**config.mk**
```make
export PLATFORM = sky130hd
export DESIGN_NAME = cmdq_fetch
export DESIGN_NICKNAME = d
export VERILOG_FILES = /design/src/rtl/cmdq_pkg.sv /design/src/rtl/cmdq_doorbell.sv /design/src/rtl/cmdq_seg_walk.sv /design/src/rtl/cmdq_ins_asm.sv /design/src/rtl/cmdq_fetch.sv
export SDC_FILE = /design/constraint.sdc
export NUM_CORES = 1
export LEC_CHECK = 0
export BUFFER_PORTS_ARGS = -buffer_cell sky130_fd_sc_hd__buf_2
export CELL_PAD_IN_SITES_DETAIL_PLACEMENT = 2
export CELL_PAD_IN_SITES_GLOBAL_PLACEMENT = 2
export CORE_MARGIN = 2
export CORE_UTILIZATION = 29
export CTS_BUF_LIST = sky130_fd_sc_hd__clkbuf_4
export CTS_CLUSTER_DIAMETER = 200
export DETAILED_ROUTE_END_ITERATION = 10
export PLACE_DENSITY_LB_ADDON = 0.1
export SLEW_MARGIN = 20
export SYNTH_ARGS = -nofsm -noshare
export SYNTH_HDL_FRONTEND = slang
export SYNTH_SLANG_ARGS = --single-unit
```
**constraint.sdc**
```tcl
create_clock -name clk -period 5.1 [get_ports clk]
set_input_delay 0 -clock clk [delete_from_list [all_inputs] [get_ports clk]]
set_output_delay 0 -clock clk [all_outputs]
set_load 0.02 [all_outputs]
```
**src/rtl/cmdq_pkg.sv**
```systemverilog
package cmdq_pkg;

   typedef enum logic [1:0] {
      ST_IDLE    = 2'd0,
      ST_REQ     = 2'd1,
      ST_WAIT    = 2'd2,
      ST_PRESENT = 2'd3
   } fetch_st_e;

   function automatic int idx_width(input int n);
      return (n > 1) ? $clog2(n) : 1;
   endfunction

endpackage

```
**src/rtl/cmdq_doorbell.sv**
```systemverilog
module cmdq_doorbell #(
   parameter int DB_W = 20
) (
   input  logic            clk,
   input  logic            rst_n,
   input  logic            add_en,
   input  logic [DB_W-1:0] add_val,
   input  logic            take,
   output logic [DB_W-1:0] count,
   output logic            ovf
);

   logic [DB_W:0] after_take;
   logic [DB_W:0] after_add;
   logic          hit;

   always_comb begin
      after_take = {1'b0, count} - {{DB_W{1'b0}}, take};
      after_add  = after_take + {1'b0, add_val};
      hit        = add_en && after_add[DB_W];
   end

   always_ff @(posedge clk) begin
      if (!rst_n) begin
         count <= '0;
         ovf   <= 1'b0;
      end else begin
         if (hit) begin
            count <= after_take[DB_W-1:0];
            ovf   <= 1'b1;
         end else if (add_en) begin
            count <= after_add[DB_W-1:0];
         end else begin
            count <= after_take[DB_W-1:0];
         end
      end
   end

endmodule

```
**src/rtl/cmdq_seg_walk.sv**
```systemverilog
module cmdq_seg_walk #(
   parameter int ADDR_W   = 40,
   parameter int LINE_LSB = 7,
   parameter int BYTE_LSB = 3,
   parameter int SIZE_W   = 13,
   parameter int POOL_W   = 3,
   localparam int PTR_W   = ADDR_W - LINE_LSB
) (
   input  logic              clk,
   input  logic              rst_n,
   input  logic              load,
   input  logic [PTR_W-1:0]  ld_ptr,
   input  logic [SIZE_W-1:0] ld_size,
   input  logic [POOL_W-1:0] ld_pool,
   input  logic              step,
   input  logic [PTR_W-1:0]  link_ptr,
   output logic [ADDR_W-1:0] word_addr,
   output logic              at_link,
   output logic              free_valid,
   output logic [ADDR_W-1:0] free_addr,
   output logic [POOL_W-1:0] free_pool
);

   logic [PTR_W-1:0]  base;
   logic [SIZE_W-1:0] seg_len;
   logic [POOL_W-1:0] pool;
   logic [SIZE_W-1:0] off;
   logic [ADDR_W-1:0] base_addr;

   always_comb begin
      base_addr = {base, {LINE_LSB{1'b0}}};
      word_addr = base_addr + (ADDR_W'(off) << BYTE_LSB);
      at_link   = (off == seg_len - SIZE_W'(1));
   end

   always_ff @(posedge clk) begin
      if (!rst_n) begin
         base       <= '0;
         seg_len    <= '0;
         pool       <= '0;
         off        <= '0;
         free_valid <= 1'b0;
         free_addr  <= '0;
         free_pool  <= '0;
      end else begin
         free_valid <= 1'b0;
         if (load) begin
            base    <= ld_ptr;
            seg_len <= ld_size;
            pool    <= ld_pool;
            off     <= '0;
         end else if (step) begin
            if (at_link) begin
               base       <= link_ptr;
               off        <= '0;
               free_valid <= 1'b1;
               free_addr  <= base_addr;
               free_pool  <= pool;
            end else begin
               off <= off + SIZE_W'(1);
            end
         end
      end
   end

endmodule

```
**src/rtl/cmdq_ins_asm.sv**
```systemverilog
module cmdq_ins_asm #(
   parameter int WORD_W      = 64,
   parameter int INSTR_WORDS = 8,
   localparam int WIDX_W     = cmdq_pkg::idx_width(INSTR_WORDS)
) (
   input  logic                          clk,
   input  logic                          rst_n,
   input  logic                          wr_en,
   input  logic [WIDX_W-1:0]             wr_idx,
   input  logic [WORD_W-1:0]             wr_word,
   output logic [INSTR_WORDS*WORD_W-1:0] data
);

   for (genvar g = 0; g < INSTR_WORDS; g++) begin : g_slot
      always_ff @(posedge clk) begin
         if (!rst_n) begin
            data[g*WORD_W +: WORD_W] <= '0;
         end else if (wr_en && (wr_idx == WIDX_W'(g))) begin
            data[g*WORD_W +: WORD_W] <= wr_word;
         end
      end
   end

endmodule

```
**src/rtl/cmdq_fetch.sv**
```systemverilog
module cmdq_fetch #(
   parameter int ADDR_W      = 40,
   parameter int LINE_LSB    = 7,
   parameter int WORD_W      = 64,
   parameter int SIZE_W      = 13,
   parameter int POOL_W      = 3,
   parameter int DB_W        = 20,
   parameter int ICNT_W      = 32,
   parameter int INSTR_WORDS = 8,
   localparam int PTR_W      = ADDR_W - LINE_LSB,
   localparam int INS_W      = INSTR_WORDS * WORD_W
) (
   input  logic              clk,
   input  logic              rst_n,
   input  logic              buf_wr,
   input  logic [PTR_W-1:0]  buf_ptr,
   input  logic [SIZE_W-1:0] buf_size,
   input  logic [POOL_W-1:0] buf_pool,
   input  logic              db_wr,
   input  logic [DB_W-1:0]   db_add,
   output logic              rd_req_valid,
   input  logic              rd_req_ready,
   output logic [ADDR_W-1:0] rd_req_addr,
   input  logic              rd_rsp_valid,
   input  logic [WORD_W-1:0] rd_rsp_data,
   output logic              ins_valid,
   input  logic              ins_ready,
   output logic [INS_W-1:0]  ins_data,
   output logic              free_valid,
   output logic [ADDR_W-1:0] free_addr,
   output logic [POOL_W-1:0] free_pool,
   output logic              busy,
   output logic [DB_W-1:0]   db_count,
   output logic [ICNT_W-1:0] issued_count,
   output logic              db_ovf_irq
);
   import cmdq_pkg::*;

   localparam int BYTE_LSB = $clog2(WORD_W / 8);
   localparam int WIDX_W   = idx_width(INSTR_WORDS);
   localparam logic [WIDX_W-1:0] LAST_IDX = WIDX_W'(INSTR_WORDS - 1);

   if (WORD_W < ADDR_W) begin : g_err_link
      $error("a link word must be able to carry a full address");
   end
   if (LINE_LSB < BYTE_LSB) begin : g_err_align
      $error("segment alignment must be at least one word");
   end
   if (INSTR_WORDS < 1) begin : g_err_words
      $error("an instruction needs at least one word");
   end
   if ((WORD_W % 8) != 0) begin : g_err_bytes
      $error("word width must be whole bytes");
   end

   fetch_st_e         state;
   logic [WIDX_W-1:0] widx;
   logic              load;
   logic              step;
   logic              take;
   logic              at_link;
   logic              asm_wr;
   logic [ADDR_W-1:0] word_addr;

   always_comb begin
      load         = buf_wr && (db_count == '0) && (state == ST_IDLE);
      step         = (state == ST_WAIT) && rd_rsp_valid;
      asm_wr       = step && !at_link;
      take         = (state == ST_PRESENT) && ins_ready;
      rd_req_valid = (state == ST_REQ);
      rd_req_addr  = word_addr;
      ins_valid    = (state == ST_PRESENT);
      busy         = (db_count != '0);
   end

   always_ff @(posedge clk) begin
      if (!rst_n) begin
         state <= ST_IDLE;
         widx  <= '0;
      end else begin
         case (state)
            ST_IDLE: begin
               if (db_count != '0) state <= ST_REQ;
            end
            ST_REQ: begin
               if (rd_req_ready) state <= ST_WAIT;
            end
            ST_WAIT: begin
               if (rd_rsp_valid) begin
                  if (at_link) begin
                     state <= ST_REQ;
                  end else if (widx == LAST_IDX) begin
                     widx  <= '0;
                     state <= ST_PRESENT;
                  end else begin
                     widx  <= widx + WIDX_W'(1);
                     state <= ST_REQ;
                  end
               end
            end
            ST_PRESENT: begin
               if (ins_ready) state <= ST_IDLE;
            end
            default: state <= ST_IDLE;
         endcase
      end
   end

   always_ff @(posedge clk) begin
      if (!rst_n) begin
         issued_count <= '0;
      end else if (buf_wr) begin
         issued_count <= '0;
      end else if (take) begin
         issued_count <= issued_count + ICNT_W'(1);
      end
   end

   cmdq_doorbell #(
      .DB_W (DB_W)
   ) u_bell (
      .clk     (clk),
      .rst_n   (rst_n),
      .add_en  (db_wr),
      .add_val (db_add),
      .take    (take),
      .count   (db_count),
      .ovf     (db_ovf_irq)
   );

   cmdq_seg_walk #(
      .ADDR_W   (ADDR_W),
      .LINE_LSB (LINE_LSB),
      .BYTE_LSB (BYTE_LSB),
      .SIZE_W   (SIZE_W),
      .POOL_W   (POOL_W)
   ) u_walk (
      .clk        (clk),
      .rst_n      (rst_n),
      .load       (load),
      .ld_ptr     (buf_ptr),
      .ld_size    (buf_size),
      .ld_pool    (buf_pool),
      .step       (step),
      .link_ptr   (rd_rsp_data[ADDR_W-1:LINE_LSB]),
      .word_addr  (word_addr),
      .at_link    (at_link),
      .free_valid (free_valid),
      .free_addr  (free_addr),
      .free_pool  (free_pool)
   );

   cmdq_ins_asm #(
      .WORD_W      (WORD_W),
      .INSTR_WORDS (INSTR_WORDS)
   ) u_asm (
      .clk     (clk),
      .rst_n   (rst_n),
      .wr_en   (asm_wr),
      .wr_idx  (widx),
      .wr_word (rd_rsp_data),
      .data    (ins_data)
   );

endmodule

```
==> results of run 1 <==
## metrics by stage
stage,util,instance area [um^2],std cells
floorplan,-,27700,2839
global placement,0.343,32600,4726
detailed placement,0.343,32600,4726
CTS,0.411,39000,5458
global route,0.412,39100,5466
finish,0.412,39100,5467
## area by class of cell
type / count / share of cell area
Clock buffer: 287 / 0.0551
Multi-Input combinational cell: 1943 / 0.337
Sequential cell: 669 / 0.342
Antenna cell: 8 / 0.000512
Timing Repair Buffer: 1219 / 0.214
Inverter: 33 / 0.00336
Clock inverter: 43 / 0.00748
Tap cell: 1265 / 0.0405
## cells by family after synthesis
| family | Yosys count |
|---|---|
| XOR/XNOR | 110 |
| adder cells (fa/ha/maj) | 42 |
| other | 1 |
| buffers and inverters | 227 |
| multiplexers | 573 |
| AND/OR/NAND/NOR | 1040 |
| flip-flops | 669 |
| AO/OA/AOI/OAI | 168 |
## routing by layer
layer | vias up | share of wire | track usage
li1 | 12200 | - | -
met1 | 13100 | 0.37 | 0.271
met2 | 774 | 0.52 | 0.479
met3 | 231 | 0.059 | 0.0756
met4 | 4 | 0.042 | 0.115
met5 | - | 0.00021 | 0
## final timing paths
path	startpoint	endpoint	slack [ps]	cells past startpoint
max	state[0]	u_bell.ovf	360	16
min	db_add[3]	u_bell.count[3]	160	7
max reg2reg	state[0]	u_bell.ovf	360	16
min reg2reg	u_asm.data[496]	u_asm.data[496]	460	2
## synthesized netlist by cell type, types with 22 or more instances
master and number:
mux2i_1 572, buf_4 41, clkbuf_1 105, inv_1 32, nor2_1 503, xor2_1 72
a21oi_1 49, buf_6 32, dfxtp_1 669, ha_1 40, xnor2_1 38, o21ai_0 22
nand3_1 64, nand2_1 312, o211ai_2 33, nand4_1 55
## critical path: cells and delay by family (launching register included)
family,cells,cell delay (ps)
XOR/XNOR,2,290
adder cells (fa/ha/maj),2,560
buffers and inverters,2,740
AND/OR/NAND/NOR,5,1650
flip-flops,1,340
AO/OA/AOI/OAI,5,1060
## sequential cells by signal (all words and copies together), names as in the netlist, 13 cells and up
register and cells:
u_asm.data 512, issued_count 32, u_walk.seg_len 13, u_walk.free_addr 33, u_walk.base 33, u_walk.off 13, u_bell.count 20
## timing repair
action / 4_1_cts / 5_1_grt
setup buffers: 0 / 0
hold buffers: 402 / 0
resized for setup: 0 / 7
endpoints found under the setup margin: 0 / 21
endpoints found under the hold margin: 667 / 0
## report_power, final
| group | switching [mW] | internal, mW |
|---|---|---|
| logic | 1.46 | 1.06 |
| registers | 0.179 | 5.37 |
| clock network | 2.46 | 2.75 |
==> flow_summary.json, run 1 <==
{
  "status": "finished, final reports clean",
  "final-hold-violation-count": 0,
  "synth_top_area_cell": "dfxtp_1",
  "cpMostUsedCell": "ha_1",
  "slew_headroom": 0.265,
  "synth-adder-area-share": 0.0195,
  "tightest_slew_ps": 1100,
  "yosysUniqueCellTypes": 67,
  "finalCriticalPeriod_ps": 4740,
  "synth_top_family_by_area": "multiplexers",
  "rsz0062_at_grt": "false",
  "place.gp.congestion": 0.823,
  "wl_mm": 130,
  "syn2layout_area_growth_pct": 41.2,
  "htree_levels": 4,
  "hold_slack_ps": 164,
  "vdd.ir_drop.worst_mv": 0.187,
  "leakage_nw": 21.5,
  "maxSlewViolCount": 0,
  "ys.flop_type": "dfxtp_1",
  "postSynthRegisterBits": 669,
  "fp.dieH_um": 313,
  "cpPeakStageDelay_ps": 560,
  "synth-simple-area-share": 0.160,
  "drt-initial-drc-count": 1000,
  "grt-ovfl-total": 0,
  "core_um2": 94900,
  "worstPathArrival_ps": 5690,
  "power.total_mw": 13.3,
  "setup_viol": 0,
  "antenna_found_initial": 5,
  "netlist.area_leader.share": 0.484,
  "setup_tns_ps": 0,
  "crit_path_end_kind": "flip-flop",
  "tritoncts.num_buffers": 195,
  "clock_sink_count": 669,
  "die_w_um": 313,
  "num_vias": 26300,
  "register_area_um2": 13400,
  "multi_input_area_um2": 13200,
  "finalCritPeriodShare": 0.929,
  "grt_pass1_wl_mm": 192,
  "cts_tree": "done",
  "final_cell_mix": "buf_2 (780), dfxtp_1 (669), mux2i_1 (572)",
  "drcViolationCount": 0,
  "synth_edf_count": 0,
  "dr.pass1.iters": 5,
  "slowest_stage": "dlygate4sd3_1",
  "async_flop_share": 0,
  "drv_cap": 0,
  "critPathLaunchType": "flip-flop",
  "cts_root_buf": "clkbuf_4",
  "skew_ps": 81.8,
  "start_util": 0.292,
  "ant_nets": 0,
  "clock.fmax_mhz": 211,
  "nets": 4243,
  "detail_route.wl_per_cell_um": 23.8,
  "grt_pass1_vias": 29200,
  "p_per_area_nw_per_um2": 339,
  "synthMuxAreaShare": 0.207,
  "io_buffers": 781,
  "cts.reportedPaths.clkPinSlew_ps": 70,
  "drive_gt1_frac": 0.280,
  "netlist_area_um2": 27700,
  "synth-xor-area-share": 0.0348,
  "die_area_um2": 98000,
  "place_ws_ps": 157,
  "avgSynthCellArea_um2": 9.79,
  "synth_cells": 2830,
  "final_common_cell": "buf_2",
  "boundaryPins": 792,
  "cp_max_fo": 5,
  "fill_cells": 10400,
  "hpwl_mm": 87.6,
  "grt_max_degree": 183,
  "synth-compound-area-share": 0.0468,
  "ys_seq_area_frac": 0.484,
  "cp.required_ps": 6050,
  "synth_area_leaders": "dfxtp_1 (48%), mux2i_1 (21%), nor2_1 (6.8%), nand2_1 (4.2%), xor2_1 (2.3%)",
  "yosys_warnings": 0,
  "crit_chain": "and3_2 > ha_1 > or4b_4 > nand2b_1 > or4_1 > xnor2_2 > ha_1 > a21o_1 > a31oi_2 > nor3b_4 > a21oi_1 > a221oi_2 > buf_4 > xnor2_1 > o21ai_0 > dlygate4sd3_1",
  "hp-class": "primary input to flip-flop",
  "row_count": 113,
  "clk_latency_ps": 1120,
  "viasPerCell": 4.80,
  "worst_slack_ps": 364,
  "crit_type": "flip-flop to flip-flop",
  "grt_usage": 0.260,
  "cts.path.max_buffers": 3
}
Note: power is estimated with default switching activity, not from simulation.
==> inputs of run 2 (changes only) <==
Settings changed: CORE_UTILIZATION 29 to 30, GPL_ROUTABILITY_DRIVEN set to 0, SYNTH_HIERARCHICAL set to 1.
==> run 2 against run 1 <==
  * Final area increased by 0.16%
  * Area after synthesis increased by 2.8%
  * Largest power group unchanged
  * Setup slack improved by 5.2 ps
  * Global-route usage increased by 0.56 points
  * Via count increased by 2.3%
  * Synthesized cell count increased by 1.9%
  * Routed wire length increased by 2.2%
  * Cell count increased by 0.26%
  * Die area decreased by 0.60%
  * Non-clock buffer count decreased by 45
  * Clock skew decreased by 1.9 ps
==> flow_summary.json, run 2 <==
{
  "rsz0062_at_grt": "false",
  "fill_cells": 10400,
  "tritoncts.num_buffers": 191,
  "drcViolationCount": 0,
  "cp.required_ps": 6010,
  "setup_tns_ps": 0,
  "grt_pass1_wl_mm": 196,
  "synth_edf_count": 0,
  "crit_path_end_kind": "flip-flop",
  "largestRegisters": "u_asm/data x512, u_walk/base x33, u_walk/free_addr x33",
  "row_count": 113,
  "netlist_area_um2": 28500,
  "largest_reg_flops": 512,
  "post-synth-top-count-cell": "nand2_1",
  "boundaryPins": 792,
  "die_area_um2": 97400,
  "num_vias": 26900,
  "drt-initial-drc-count": 997,
  "nets": 4231,
  "vdd.ir_drop.worst_mv": 0.154,
  "fin_area_um2": 39200,
  "final_common_cell": "buf_2",
  "antenna_found_initial": 12,
  "fp.dieH_um": 312,
  "grt_max_degree": 120,
  "syn2layout_area_growth_pct": 37.6,
  "ys.flop_type": "dfxtp_1",
  "grt-ovfl-total": 0,
  "drive_gt1_frac": 0.285,
  "setup_viol": 0,
  "async_flop_share": 0,
  "postSynthRegisterBits": 669,
  "hold_depth": 4,
  "fin_util": 0.414,
  "wl_mm": 133,
  "dr.pass1.iters": 5,
  "yosys_warnings": 6,
  "core_um2": 94600,
  "cp_max_fo": 13,
  "worstPathArrival_ps": 5640,
  "cts.reportedPaths.clkPinSlew_ps": 60,
  "placed_area_um2": 33100,
  "start_util": 0.301,
  "top_register": "u_asm/data",
  "avgSynthCellArea_um2": 9.87,
  "status": "finished, final reports clean",
  "io_buffers": 781,
  "critPathLaunchType": "flip-flop",
  "finalCritPeriodShare": 0.928,
  "synth_area_leaders": "dfxtp_1 (47%), mux2i_1 (20%), nand2_1 (9.2%), buf_6 (2.0%), ha_1 (1.6%)",
  "leakage_nw": 20.1,
  "tightest_slew_ps": 1050,
  "ys_seq_area_frac": 0.470,
  "clock.fmax_mhz": 211,
  "maxSlewViolCount": 0,
  "grt_usage": 0.265,
  "drv_cap": 0,
  "ant_nets": 0,
  "finalCriticalPeriod_ps": 4730,
  "worst_slack_ps": 370,
  "crit_type": "flip-flop to flip-flop",
  "netlist.area_leader.share": 0.470,
  "final_cell_mix": "buf_2 (780), nand2_1 (696), dfxtp_1 (668)",
  "synth_top_area_cell": "dfxtp_1",
  "cts_tree": "done",
  "synth_commonest_cells": "nand2_1 (696), dfxtp_1 (669), mux2i_1 (569)",
  "viasPerCell": 4.90,
  "skew_ps": 79.9,
  "clk_latency_ps": 1070,
  "synth_cells": 2884,
  "place_ws_ps": 381,
  "die_w_um": 312,
  "layoutNonFillerInstCount": 5481,
  "postCtsSetupBuffers": 0,
  "hp-class": "primary input to flip-flop",
  "clock_sink_count": 669,
  "yosysUniqueCellTypes": 79,
  "hpwl_mm": 91.2,
  "rr_worst_depth": 16,
  "p_per_area_nw_per_um2": 311,
  "cts.path.max_buffers": 3,
  "cts_root_buf": "clkbuf_4",
  "dp.cells": 4770,
  "slew_headroom": 0.298,
  "detail_route.wl_per_cell_um": 24.3,
  "htree_levels": 4,
  "final-hold-violation-count": 0,
  "grt_pass1_vias": 30100
}
## run 2: cell count changes after synthesis, sizes merged, moves of 33 or more
| cell | before | now |
|---|---|---|
| o21ai | 23 | 56 |
| nor2 | 503 | 73 |
| nand3 | 65 | 23 |
| nand4 | 55 | 19 |
| a211oi | 6 | 70 |
| o211ai | 39 | 1 |
| nand2 | 312 | 697 |
## run 2: report_power, final
group,switching (mW),leakage (nW),total (mW),internal (mW)
sequential,0.0931,5.39,5.38,5.29
clock,2.48,1.50,5.30,2.82
combinational,0.852,13.2,1.50,0.646
total,3.42,20.1,12.2,8.75
## run 2: area by class of cell
class                      instances  area (um^2)  share of cell area
antenna                           10         25.0            0.000639
sequential                       669        13400               0.342
multi-input combinational       1990        13700               0.350
timing repair buffer            1174         7830               0.200
inverter                          26         97.6             0.00249
clock inverter                    53          337             0.00859
tap                             1265         1580              0.0404
clock buffer                     294         2210              0.0563
## run 2: path summary, 6_finish.rpt
| check | slack [ps] | endpoint | from |
|---|---|---|---|
| worst min register to register | 460 | u_asm/data[129] | u_asm/data[129] |
| worst max-delay path | 370 | u_bell/ovf | state[1] |
| worst max register to register | 370 | u_bell/ovf | state[1] |
| worst min-delay path | 130 | u_asm/data[15] | rst_n |
## run 2: routing by layer
| layer | global-route usage | part of all wire | up-vias |
|---|---|---|---|
| met1 | 0.288 | 0.39 | 13400 |
| li1 | - | - | 12400 |
| met2 | 0.472 | 0.50 | 785 |
| met3 | 0.0576 | 0.046 | 298 |
| met5 | 0 | 0.00024 | - |
| met4 | 0.157 | 0.059 | 6 |
## run 2: critical path, stage by stage (launching register included)
cell	delay, ps
dfxtp_2	450
and3_1	320
ha_1	240
nand2b_1	120
or3_1	430
nor2b_2	240
nor2b_1	200
xor2_1	270
ha_1	380
a21o_1	260
a21o_1	180
a21oi_1	210
o21ai_1	160
or3_1	410
a31oi_1	160
dlygate4sd3_1	560
nor2b_1	40
## run 2: logic make-up after synthesis
group                      synth area share
other                              0.000132
buffers and inverters                0.0528
AOI/OAI and AO/OA                    0.0714
adders and majority gates            0.0177
DFF                                   0.470
and+or+nand+nor                       0.158
muxes                                 0.200
xor gates and xnor gates             0.0295
## run 2: repair_timing
action	4_1_cts	5_1_grt
setup endpoints to repair	0	17
hold buffers	354	0
gates resized for setup	0	3
endpoints found under the hold margin	669	0
## run 2: metrics by stage
step	hold slack (ps)	power, mW
final	125	12.2
after global routing	67.2	12.8
after CTS	1.80	12.3
after detailed placement	271	6.69
after global placement	259	6.64
after floorplan	128	6.24
